### src/rtl/sdram_fmt_pkg.sv
// Package: shared operation codes and pin command type for the formatter.
// Assumes the three-bit code space is fully used, so no illegal code exists.
package sdram_fmt_pkg;

    typedef enum logic [2:0] {
        OP_NOP   = 3'd0,
        OP_ACT   = 3'd1,
        OP_RD    = 3'd2,
        OP_WR    = 3'd3,
        OP_PRE   = 3'd4,
        OP_PALL  = 3'd5,
        OP_REF   = 3'd6,
        OP_MSET  = 3'd7
    } fmt_op_e;

    typedef struct packed {
        logic cs_n;
        logic ras_n;
        logic cas_n;
        logic we_n;
    } pin_cmd_t;

    localparam int CMD_W = 4;

    localparam pin_cmd_t CMD_DESEL = '{cs_n: 1'b1, ras_n: 1'b1, cas_n: 1'b1, we_n: 1'b1};
    localparam pin_cmd_t CMD_NOP   = '{cs_n: 1'b0, ras_n: 1'b1, cas_n: 1'b1, we_n: 1'b1};

endpackage

### src/rtl/sdram_cmd_decode.sv
// Module: maps an operation code to the four active-low command strobes.
// Assumes chip select is asserted for every command, including no-operation;
// an invalid request cycle is treated as a no-operation.
module sdram_cmd_decode
    import sdram_fmt_pkg::*;
(
    input  logic     valid,
    input  fmt_op_e  op,
    output pin_cmd_t cmd
);

    // Select the strobe pattern for the requested operation.
    always_comb begin
        cmd = CMD_NOP;
        if (valid) begin
            unique case (op)
                OP_NOP:  cmd = CMD_NOP;
                OP_ACT:  cmd = '{cs_n: 1'b0, ras_n: 1'b0, cas_n: 1'b1, we_n: 1'b1};
                OP_RD:   cmd = '{cs_n: 1'b0, ras_n: 1'b1, cas_n: 1'b0, we_n: 1'b1};
                OP_WR:   cmd = '{cs_n: 1'b0, ras_n: 1'b1, cas_n: 1'b0, we_n: 1'b0};
                OP_PRE:  cmd = '{cs_n: 1'b0, ras_n: 1'b0, cas_n: 1'b1, we_n: 1'b0};
                OP_PALL: cmd = '{cs_n: 1'b0, ras_n: 1'b0, cas_n: 1'b1, we_n: 1'b0};
                OP_REF:  cmd = '{cs_n: 1'b0, ras_n: 1'b0, cas_n: 1'b0, we_n: 1'b1};
                OP_MSET: cmd = '{cs_n: 1'b0, ras_n: 1'b0, cas_n: 1'b0, we_n: 1'b0};
                default: cmd = CMD_NOP;
            endcase
        end
    end

endmodule

### src/rtl/sdram_addr_place.sv
// Module: places row, column, mode word and flags on the shared address
// lines and selects the bank bits for each operation.
// Assumes COL_W < AP_BIT < ADDR_W; unused bits are driven to zero.
module sdram_addr_place
    import sdram_fmt_pkg::*;
#(
    parameter int ADDR_W = 11,
    parameter int COL_W  = 8,
    parameter int BANK_W = 2,
    parameter int AP_BIT = 10
) (
    input  logic              valid,
    input  fmt_op_e           op,
    input  logic [BANK_W-1:0] bank,
    input  logic [ADDR_W-1:0] row,
    input  logic [COL_W-1:0]  col,
    input  logic              ap,
    output logic [ADDR_W-1:0] addr,
    output logic [BANK_W-1:0] ba
);

    localparam int PAD_W = ADDR_W - COL_W;

    logic [ADDR_W-1:0] col_word;
    logic [ADDR_W-1:0] ap_mask;

    // Column zero-extended to bus width.
    assign col_word = {{PAD_W{1'b0}}, col};
    // Single-bit mask for the auto-precharge / all-banks line.
    assign ap_mask  = ADDR_W'(1) << AP_BIT;

    // Choose the address word and bank bits for the requested operation.
    always_comb begin
        addr = '0;
        ba   = '0;
        if (valid) begin
            unique case (op)
                OP_ACT: begin
                    addr = row;
                    ba   = bank;
                end
                OP_RD, OP_WR: begin
                    addr = col_word | (ap ? ap_mask : '0);
                    ba   = bank;
                end
                OP_PRE: begin
                    ba = bank;
                end
                OP_PALL: begin
                    addr = ap_mask;
                end
                OP_MSET: begin
                    addr = row;
                end
                default: begin
                    addr = '0;
                    ba   = '0;
                end
            endcase
        end
    end

endmodule

### src/rtl/sdram_pin_reg.sv
// Module: output register stage with synchronous active-low reset to a
// parameter-given value. Assumes the caller packs all pins into one word.
module sdram_pin_reg #(
    parameter int           W       = 17,
    parameter logic [W-1:0] RST_VAL = '1
) (
    input  logic         clk,
    input  logic         rst_n,
    input  logic [W-1:0] d,
    output logic [W-1:0] q
);

    // Capture the next pin word each rising edge, or load the reset value.
    always_ff @(posedge clk) begin
        if (!rst_n) q <= RST_VAL;
        else        q <= d;
    end

endmodule

### src/rtl/sdram_cmd_fmt.sv
// Module: top of the command and address formatter. Decodes each request into
// strobes and address placement, then registers every pin. Assumes the
// upstream controller has already met all inter-command timing.
module sdram_cmd_fmt
    import sdram_fmt_pkg::*;
#(
    parameter int ADDR_W = 11,
    parameter int COL_W  = 8,
    parameter int BANK_W = 2,
    parameter int AP_BIT = 10
) (
    input  logic              clk,
    input  logic              rst_n,
    input  logic              req_valid,
    output logic              req_ready,
    input  logic [2:0]        req_op,
    input  logic [BANK_W-1:0] req_bank,
    input  logic [ADDR_W-1:0] req_row,
    input  logic [COL_W-1:0]  req_col,
    input  logic              req_ap,
    output logic              cs_n,
    output logic              ras_n,
    output logic              cas_n,
    output logic              we_n,
    output logic [ADDR_W-1:0] addr,
    output logic [BANK_W-1:0] ba
);

    localparam int PIN_W = CMD_W + BANK_W + ADDR_W;
    localparam logic [PIN_W-1:0] PIN_RST = {CMD_DESEL, {BANK_W{1'b0}}, {ADDR_W{1'b0}}};

    fmt_op_e           op;
    logic              take;
    pin_cmd_t          cmd_nxt;
    logic [ADDR_W-1:0] addr_nxt;
    logic [BANK_W-1:0] ba_nxt;
    logic [PIN_W-1:0]  pin_d;
    logic [PIN_W-1:0]  pin_q;
    logic              rdy_q;

    assign op   = fmt_op_e'(req_op);
    assign take = req_valid & rdy_q;

    sdram_cmd_decode u_dec (
        .valid (take),
        .op    (op),
        .cmd   (cmd_nxt)
    );

    sdram_addr_place #(
        .ADDR_W (ADDR_W),
        .COL_W  (COL_W),
        .BANK_W (BANK_W),
        .AP_BIT (AP_BIT)
    ) u_place (
        .valid (take),
        .op    (op),
        .bank  (req_bank),
        .row   (req_row),
        .col   (req_col),
        .ap    (req_ap),
        .addr  (addr_nxt),
        .ba    (ba_nxt)
    );

    assign pin_d = {cmd_nxt, ba_nxt, addr_nxt};

    sdram_pin_reg #(
        .W       (PIN_W),
        .RST_VAL (PIN_RST)
    ) u_pins (
        .clk   (clk),
        .rst_n (rst_n),
        .d     (pin_d),
        .q     (pin_q)
    );

    // Ready rises on the first edge after reset release and then stays high.
    always_ff @(posedge clk) begin
        if (!rst_n) rdy_q <= 1'b0;
        else        rdy_q <= 1'b1;
    end

    assign req_ready = rdy_q;
    assign {cs_n, ras_n, cas_n, we_n} = pin_q[PIN_W-1 -: CMD_W];
    assign ba   = pin_q[ADDR_W +: BANK_W];
    assign addr = pin_q[ADDR_W-1:0];

endmodule

### config.mk
export PLATFORM = sky130hd
export DESIGN_NAME = sdram_cmd_fmt
export DESIGN_NICKNAME = d
export VERILOG_FILES = /design/src/rtl/sdram_fmt_pkg.sv /design/src/rtl/sdram_cmd_decode.sv /design/src/rtl/sdram_addr_place.sv /design/src/rtl/sdram_pin_reg.sv /design/src/rtl/sdram_cmd_fmt.sv
export SDC_FILE = /design/constraint.sdc
export NUM_CORES = 1
export LEC_CHECK = 0
export CORE_MARGIN = 4
export CORE_UTILIZATION = 51
export DETAILED_ROUTE_END_ITERATION = 10
export DONT_BUFFER_PORTS = 1
export MAX_ROUTING_LAYER = met4
export PLACE_DENSITY = 0.8
export SLEW_MARGIN = 10
export SYNTH_ARGS = -nofsm -noshare
export SYNTH_HDL_FRONTEND = slang
export SYNTH_SLANG_ARGS = --single-unit
### constraint.sdc
create_clock -name clk -period 0.9 [get_ports clk]
set_input_delay 0.045 -clock clk [delete_from_list [all_inputs] [get_ports clk]]
set_output_delay 0.045 -clock clk [all_outputs]
set_load 0.05 [all_outputs]
==> results of run 1 <==
-- timing repair --
item | CTS
hold buffers | 18
endpoints found under the hold margin | 18
buffers inserted | 0
gates resized for setup | 1
pin swaps | 0
setup endpoints to repair | 1
-- kinds of logic after synthesis --
kind of cell           after synthesis  share of synthesized area
flip-flops                          18                      0.523
AO/OA/AOI/OAI                       20                      0.183
multiplexers                         1                     0.0163
AND/OR/NAND/NOR                     26                      0.227
buffers and inverters                7                     0.0508
-- stage by stage --
step	util	hold slack, ps
after floorplan	-	72.7
after global placement	0.708	73.0
after detailed placement	0.708	73.0
after CTS	0.893	-169
==> flow_summary.toml, run 1 <==
[yosys]
synthFlopType = "dfxtp_1"
synth_most_common_cell = "dfxtp_1"
yosys.area.top_type = "dfxtp_1"
synthCells = 72
synth_top_cell_area_share = 0.523
synthArstFlopShare = 0
yosys_warnings = 0
synth_common_cells = "dfxtp_1 (18), o211ai_1 (9), a21oi_1 (8)"
syn_area_per_cell_um2 = 9.58
ys_ff_latch = 18
synth_area_um2 = 689
synthDistinctLibCells = 23
synth_area_leaders = "dfxtp_1 (52%), o211ai_1 (9.8%), nand3b_1 (7.6%), a21oi_1 (5.8%), and2_1 (2.7%)"
syn_nets = 100
seq_area_frac_synth = 0.523
synth-edff-count = 0

[floorplan]
initial_core_util = 0.581
io-pin-count = 46
die_h_um = 44.8
die_w_um = 44.8
fp-row-count = 12

[cts]
cts-root-buf = "clkbuf_4"
cts_sinks = 18
clockBufferDepth = 2
cts.htree.levels = 1
numCtsBuffers = 3

[place]
preCtsSetupSlack_ps = 80.2
dpl_cell_area_um2 = 840
gp_congestion = 0.663
portBuffers = 0
dp.cells = 100
place_hpwl_um = 1250

[outcome]
status = "did not finish"
stop_stage = "global routing (5_1_grt)"
stop_error = "[ERROR DPL-0038] Utilization greater than 100%, impossible to legalize"

[timing]
crit_endpoint = "u_pins.q[8]$_SDFF_PN0_/D"
worst-ep-kind = "register input"

[global_routing]
grt_max_degree = 17
==> inputs of run 2 (changes only) <==
--- a/config.mk
+++ b/config.mk
@@ -5,12 +5,11 @@
 export SDC_FILE = /design/constraint.sdc
 export NUM_CORES = 1
 export LEC_CHECK = 0
-export CORE_MARGIN = 4
-export CORE_UTILIZATION = 51
+export CORE_AREA = 4 4 65 67
 export DETAILED_ROUTE_END_ITERATION = 10
+export DIE_AREA = 0 0 69 71
 export DONT_BUFFER_PORTS = 1
-export MAX_ROUTING_LAYER = met4
-export PLACE_DENSITY = 0.8
+export PLACE_DENSITY_LB_ADDON = 0.15
 export SLEW_MARGIN = 10
 export SYNTH_ARGS = -nofsm -noshare
 export SYNTH_HDL_FRONTEND = slang
==> constraint.sdc (replaced) <==
create_clock -name clk -period 1.17 [get_ports clk]
set_input_delay 0.0585 -clock clk [delete_from_list [all_inputs] [get_ports clk]]
set_output_delay 0.0585 -clock clk [all_outputs]
set_load 0.05 [all_outputs]
==> run 2 against run 1 <==
Net effect:
- the flow now finishes, with violations (hold timing)
- synthesized cell count unchanged
- area after synthesis unchanged
==> flow_summary.toml, run 2 <==
[floorplan]
die_w_um = 69
core_area_um2 = 3630
io-pin-count = 46
fp-row-count = 22
dieArea_um2 = 4900
die_h_um = 71
initial_core_util = 0.190

[cts]
cts.htree.levels = 1
cts_sinks = 18
numCtsBuffers = 3
clockBufferDepth = 2
clkTransAtPathRegs_ps = 70
clock_latency_ps = 250
cts_tree = "done"
cts-root-buf = "clkbuf_8"
cts_setup_buffers = 0

[global_routing]
overflow = 0
antenna_found_initial = 0
grt_max_degree = 11
grt_pass1_wl_um = 3600
grt_pass1_vias = 700
grt_util_all_layers = 0.0939

[timing]
relSlewSlack = 0.667
max_freq_mhz = 1050
skew_ps = 1.45
setup_violations = 0
final_hold_viol_count = 1
hold_ws_ps = -1.60
maxSlewViolCount = 0
period_share = 0.812
rsz0062_at_grt = "no"
min_period_ps = 950
worstMarginPinSlew_ps = 499
setup_slack_ps = 220
fin_setup_tns_ps = 0

[yosys]
synth.mux.area_fraction = 0.0163
seq_area_frac_synth = 0.523
synthFlopType = "dfxtp_1"
yosys_warnings = 0
synthCells = 72
ys_ff_latch = 18
synth-edff-count = 0
synth_top_family_by_area = "simple AND/OR/NAND/NOR gates"
synth_common_cells = "dfxtp_1 (18), o211ai_1 (9), a21oi_1 (8)"
synthXorXnorAreaFrac = 0
synthDistinctLibCells = 23
syn_area_per_cell_um2 = 9.58
synth_area_um2 = 689
synth_area_leaders = "dfxtp_1 (52%), o211ai_1 (9.8%), nand3b_1 (7.6%), a21oi_1 (5.8%), and2_1 (2.7%)"
syn_nets = 100
yosys.area_share.simple = 0.227
synth_compound_area_frac = 0.183
synthArstFlopShare = 0
yosys.area.top_type = "dfxtp_1"
synth_most_common_cell = "dfxtp_1"
synth_top_cell_area_share = 0.523
yosys.area_share.adder = 0

[layout]
post-route-cell-area_um2 = 1070
top_register = "u_pins.q"
final_layout_size_suffix_gt1_frac = 0.109
diodes = 0
syn_to_final_growth_pct = 55.4
layout_common_cells = "dlygate4sd3_1 (27), dfxtp_1 (17), o211ai_1 (9)"
final_common_cell = "dlygate4sd3_1"
largest_register_ffs = 17
fin_nets = 130

[place]
gp_congestion = 0.670
dpl_cell_area_um2 = 742
preCtsSetupSlack_ps = 206
place_hpwl_um = 1510
portBuffers = 0

[critical_path]
r2r_start = "req_ready$_DFF_P_"
worstSetupPathType = "flip-flop to flip-flop"
r2r_cells = 3
worstPathMaxFanout = 6
crit_path_end_kind = "flip-flop"
startpoint_type = "flip-flop"
arrival_ps = 1150
worstPathRequired_ps = 1370
r2r_slack_ps = 220
crit_path_start = "req_ready$_DFF_P_"

[route]
dr.pass1.iters = 4
wl_um = 2230
drtIter0Drc = 43
drc = 0
viasPerCell = 4.23
via_count = 631
routedWlPerCell_um = 15.0
ant_nets = 0

[job]
drv_cap = 0

[min_path]
hold_start = "req_op[0]"
holdPathStages = 2
hp-class = "input pin to flip-flop"

[pwr]
powerDensity_nw_per_um2 = 1250
max-vdd-ir-drop_mv = 0.406
leakage_nw = 0.385

[outcome]
status = "finished, violations left"
violations = "hold timing"
[run 2: cell counts after synthesis]
Identical to the previous run, type by type.
[run 2: what timing repair did]
item                                    CTS  global route
gates resized for setup                   0             1
endpoints found under the setup margin    0             2
hold buffers                             28             1
endpoints found under the hold margin    17             1
[run 2: cells by family (layout without fill, tap and decap cells)]
group / after synthesis / in the layout
buf+inv: 7 / 36
compound gates: 20 / 20
simple gates: 26 / 26
flops: 18 / 18
mux: 1 / 1
[run 2: final timing paths]
kind                             end
max          u_pins.q[11]$_SDFF_PN0_
min           u_pins.q[3]$_SDFF_PN0_
max reg2reg  u_pins.q[11]$_SDFF_PN0_
min reg2reg   u_pins.q[1]$_SDFF_PN0_
[run 2: through the flow]
step | cells | util | power, mW
floorplan | 72 | - | 0.763
global placement | 118 | 0.204 | 0.765
detailed placement | 118 | 0.204 | 0.765
CTS | 150 | 0.296 | 1.36
global route | 149 | 0.295 | 1.41
finish | 149 | 0.295 | 1.33
[run 2: where the power goes]
group	switching (mW)	total (mW)	internal, mW	leakage (nW)
clock network	0.200	0.498	0.298	0.0288
logic	0.0631	0.156	0.0926	0.210
registers	0.0518	0.680	0.628	0.147
total	0.315	1.33	1.02	0.385
[run 2: worst max-delay path, stage by stage, from the launching register on]
cell and delay (ps):
dfxtp_2 350, nand3_2 150, nor3_1 260, and2_1 150
[run 2: per-layer routing]
layer	vias up	global-route usage	part of all wire
li1	310	-	-
met1	291	0.114	0.43
met2	28	0.153	0.49
met3	2	0.0270	0.074
met4	0	0.0456	0.0076
met5	-	0	0
[run 2: final cells by class]
| type | instances | area (um2) |
|---|---|---|
| Inverter | 3 | 11.3 |
| Fill cell | 401 | 2560 |
| Multi-Input combinational cell | 47 | 298 |
| Clock buffer | 4 | 55.1 |
| Sequential cell | 18 | 362 |
| Tap cell | 48 | 60.1 |
| Timing Repair Buffer | 29 | 285 |
No activity file was read; power rests on OpenSTA's default activity.
==> inputs of run 3 (changes only) <==
==> constraint.sdc (replaced) <==
create_clock -name clk -period 0.88 [get_ports clk]
set_input_delay 0.044 -clock clk [delete_from_list [all_inputs] [get_ports clk]]
set_output_delay 0.044 -clock clk [all_outputs]
set_load 0.05 [all_outputs]
==> run 3 against run 2 <==
Net effect:
- the flow still finishes with violations (hold timing)
- die area did not move
- first-iteration DRC count fell by 47%
- wire length fell by 6.2%
- sequential share of layout area fell by 3.2 points
- clock skew barely moved
- critical path depth fell by 2
- utilization rose by 3.3 points
- setup slack got worse by 190 ps
- clock power rose by 35%
- largest cell class is now non-clock buffers
- largest power group unchanged
- highest routed layer unchanged
==> flow_summary.toml, run 3 (synthesis results as in run 2) <==
[critical_path]
crit_buf_inv = 1
cp_slowest_cell = "dfxtp_4"
crit_path_end_kind = "primary output"
arrival_ps = 810
critPathMaxStageDelay_ps = 360
cp_top_family = "flip-flops"
worstPathRequired_ps = 840
crit_chain = "buf_4"
startpoint_type = "flip-flop"
worstSetupPathType = "flip-flop to primary output"
worstPathMaxFanout = 3

[floorplan]
dieArea_um2 = 4900
die_h_um = 71
fp-row-count = 22
core_area_um2 = 3630
io-pin-count = 46
die_w_um = 69
initial_core_util = 0.190

[layout]
diodes = 0
final_util = 0.328
layout_common_cells = "dlygate4sd3_1 (22), buf_4 (20), dfxtp_1 (17)"
final_common_cell = "dlygate4sd3_1"
top_register = "u_pins.q"
final_layout_size_suffix_gt1_frac = 0.270
fin_nets = 144
syn_to_final_growth_pct = 73.0
largest_register_ffs = 17

[outcome]
violations = "hold timing"
status = "finished, violations left"

[global_routing]
grt_pass1_vias = 737
overflow = 0
grt_max_degree = 17
antenna_found_initial = 0
grt_pass1_wl_um = 3560
grt_util_all_layers = 0.0917

[pwr]
max-vdd-ir-drop_mv = 0.984
power_mw = 1.78
leakage_nw = 0.460
powerDensity_nw_per_um2 = 1500

[route]
drc = 0
dr.pass1.iters = 4
ant_nets = 0
drtIter0Drc = 23
routedWlPerCell_um = 12.8
viasPerCell = 4.16
via_count = 678
wl_um = 2090

[cts]
clkTransAtPathRegs_ps = 70
cts_sinks = 18
clockBufferDepth = 2
cts.htree.levels = 1
clock_latency_ps = 250
cts-root-buf = "clkbuf_8"
cts_tree = "done"
cts_setup_buffers = 0
numCtsBuffers = 3

[timing]
skew_ps = 1.62
max_freq_mhz = 1170
hold_ws_ps = -139
worstMarginPinSlew_ps = 339
period_share = 0.970
setup_violations = 0
fin_setup_tns_ps = 0
maxSlewViolCount = 0
rsz0062_at_grt = "yes"
min_period_ps = 854
relSlewSlack = 0.774
final_hold_viol_count = 12

[place]
portBuffers = 0
gp_congestion = 0.672
place_hpwl_um = 1430

[job]
drv_cap = 0

[min_path]
hp-class = "input pin to flip-flop"
run 3: changes by cell type in the layout (fill, tap and decap cells not counted), sizes merged:
cell	previous run	this run
buf	2	21
dlygate4sd3	27	22
run 3: worst paths after layout:
path | slack (ps) | end | startpoint | cells past startpoint
min | -140 | u_pins.q[14]$_SDFF_PN1_ | req_op[1] | 1
min reg2reg | 590 | u_pins.q[13]$_SDFF_PN1_ | req_ready$_DFF_P_ | 2
max reg2reg | 60 | u_pins.q[8]$_SDFF_PN0_ | req_ready$_DFF_P_ | 3
max | 30 | req_ready | req_ready$_DFF_P_ | 1
run 3: per-layer routing:
layer	share of wire	up-vias	track usage
li1	-	341	-
met1	0.43	304	0.108
met2	0.48	31	0.148
met3	0.089	2	0.0483
met4	0.0057	0	0.0195
met5	0	-	0
run 3: cell type report:
class | count | area [um2]
clock buffer | 4 | 55.1
fill | 406 | 2440
inverter | 3 | 11.3
multi-input combinational | 47 | 312
sequential | 18 | 364
tap | 48 | 60.1
timing repair buffer | 43 | 390
run 3: per-stage QoR:
stage | setup slack (ps) | instance area (um2) | cells
6_report | 26.3 | 1190 | 163
5_1_grt | -65.5 | 1190 | 163
4_1_cts | 15.9 | 1180 | 162
3_5_place_dp | 74.9 | 917 | 137
3_3_place_gp | 104 | 917 | 137
2_1_floorplan | -10.0 | 711 | 72
run 3: what timing repair did:
action	in CTS	in global routing
gates resized for setup	0	0
setup endpoints to repair	0	3
hold buffers	21	1
endpoints found under the hold margin	18	11
run 3: power breakdown:
part	leakage (nW)	switching [mW]	internal, mW
combinational	0.284	0.134	0.139
sequential	0.147	0.00732	0.833
clock	0.0288	0.274	0.397
total	0.460	0.415	1.37
==> inputs of run 4 (changes only) <==
--- a/config.mk
+++ b/config.mk
@@ -9,6 +9,7 @@
 export DETAILED_ROUTE_END_ITERATION = 10
 export DIE_AREA = 0 0 69 71
 export DONT_BUFFER_PORTS = 1
+export HOLD_SLACK_MARGIN = 0.03
 export PLACE_DENSITY_LB_ADDON = 0.15
 export SLEW_MARGIN = 10
 export SYNTH_ARGS = -nofsm -noshare
==> run 4 against run 3 <==
Net effect:
- the run ends with hold timing, setup timing left
- sequential share of layout area shrank 0.57 points
- first-iteration DRC count rose by 8.7%
- sequential cell count stayed put
- final cell count increased by 1.2%
- count of clock-buffer cells in the layout did not move
- maximum frequency decreased by 3.5%
- sequential power barely moved
- register-to-register slack barely moved
- hold slack improved by 98 ps
- utilization rose by 0.62 points
- clock power is essentially flat
- critical path type is now input pin to flip-flop
- critical endpoint is now u_pins.q[13]$_SDFF_PN1_
==> flow_summary.toml, run 4 (synthesis results as in run 2) <==
[global_routing]
overflow = 0
use_met1 = 0.108
antenna_found_initial = 0
gr-usage-met3 = 0.0483
grt_util_all_layers = 0.0920
grt_max_degree = 17
grt_pass1_wl_um = 3560
busiest_layer = "met2"
grt_pass1_vias = 752
use_met2 = 0.149

[critical_path]
r2r_start = "req_ready$_DFF_P_"
crit_path_end_kind = "flip-flop"
cp_slowest_cell = "dlygate4sd3_1"
worstSetupPathType = "input pin to flip-flop"
critPathMaxStageDelay_ps = 630
worstPathMaxFanout = 13
arrival_ps = 1080
crit_buf_inv = 1
crit_chain = "dlygate4sd3_1 > mux2_2 > nand2_1"
worstPathRequired_ps = 1080
startpoint_type = "input pin"
crit_path_start = "req_op[1]"
cp_top_family = "buffers and inverters"

[job]
drv_cap = 0

[layout]
post-route-cell-area_um2 = 1210
largest_register_ffs = 17
syn_to_final_growth_pct = 76.2
final_util = 0.334
final_layout_size_suffix_gt1_frac = 0.265
final_common_cell = "dlygate4sd3_1"
fin_nets = 146
diodes = 0
stdcell_count = 165
layout_common_cells = "dlygate4sd3_1 (23), buf_4 (20), dfxtp_1 (17)"
top_register = "u_pins.q"

[pwr]
powerDensity_nw_per_um2 = 1480
leakage_nw = 0.479
power_mw = 1.80
max-vdd-ir-drop_mv = 1.01

[floorplan]
dieArea_um2 = 4900
io-pin-count = 46
fp-row-count = 22
die_h_um = 71
die_w_um = 69
core_area_um2 = 3630
initial_core_util = 0.190

[timing]
setup_violations = 1
period_share = 1.00
max_freq_mhz = 1130
setup_slack_ps = -4.28
final_hold_viol_count = 11
worstMarginPinSlew_ps = 340
hold_ws_ps = -40.9
fin_setup_tns_ps = -4.28
skew_ps = 1.49
min_period_ps = 884
maxSlewViolCount = 0
rsz0062_at_grt = "yes"
relSlewSlack = 0.774

[outcome]
status = "finished, violations left"
violations = "hold timing, setup timing"

[route]
dr.pass1.iters = 4
drtIter0Drc = 25
viasPerCell = 4.15
routedWlPerCell_um = 12.9
drc = 0
ant_nets = 0
via_count = 684
wl_um = 2130

[cts]
cts_sinks = 18
clockBufferDepth = 2
cts.htree.levels = 1
cts-root-buf = "clkbuf_8"
cts_setup_buffers = 0
clock_latency_ps = 250
numCtsBuffers = 3
clkTransAtPathRegs_ps = 70
cts_tree = "done"

[place]
dpl_cell_area_um2 = 917
gp_congestion = 0.672
place_hpwl_um = 1430
dp.cells = 137
portBuffers = 0
preCtsSetupSlack_ps = 74.9

[min_path]
hp-class = "input pin to flip-flop"
hold_start = "req_col[4]"
-- run 4: worst paths after layout --
path	end	slack, ps	depth (start not counted)
setup / recovery	u_pins.q[13]$_SDFF_PN1_	-4	3
setup reg to reg	u_pins.q[8]$_SDFF_PN0_	60	3
hold reg to reg	u_pins.q[13]$_SDFF_PN1_	580	2
hold / removal	u_pins.q[4]$_SDFF_PN0_	-40	2
-- run 4: area by class of cell --
class,count,area (um2)
Inverter,3,11.3
Sequential cell,18,364
Fill cell,406,2420
Multi-Input combinational cell,47,312
Tap cell,48,60.1
Clock buffer,4,55.1
Timing Repair Buffer,45,413
-- run 4: power by group --
| group | switching (mW) | internal [mW] | leakage (nW) |
|---|---|---|---|
| registers | 0.00730 | 0.833 | 0.147 |
| clock network | 0.275 | 0.397 | 0.0288 |
| logic | 0.139 | 0.145 | 0.303 |
-- run 4: layer usage --
layer	wire length, um	vias to the layer above
li1	-	346
met1	882	305
met2	1040	31
met3	194	2
met4	12	0
met5	0	-
-- run 4: worst register-to-register path, cell delays in order (launching register included) --
cell and delay (ps):
dfxtp_4 360, and3_4 190, o211ai_1 100, nor2_1 110
-- run 4: what timing repair did --
action,4_1_cts,5_1_grt
endpoints found under the hold margin,18,13
gates resized for setup,0,1
hold buffers,22,2
endpoints found under the setup margin,0,3
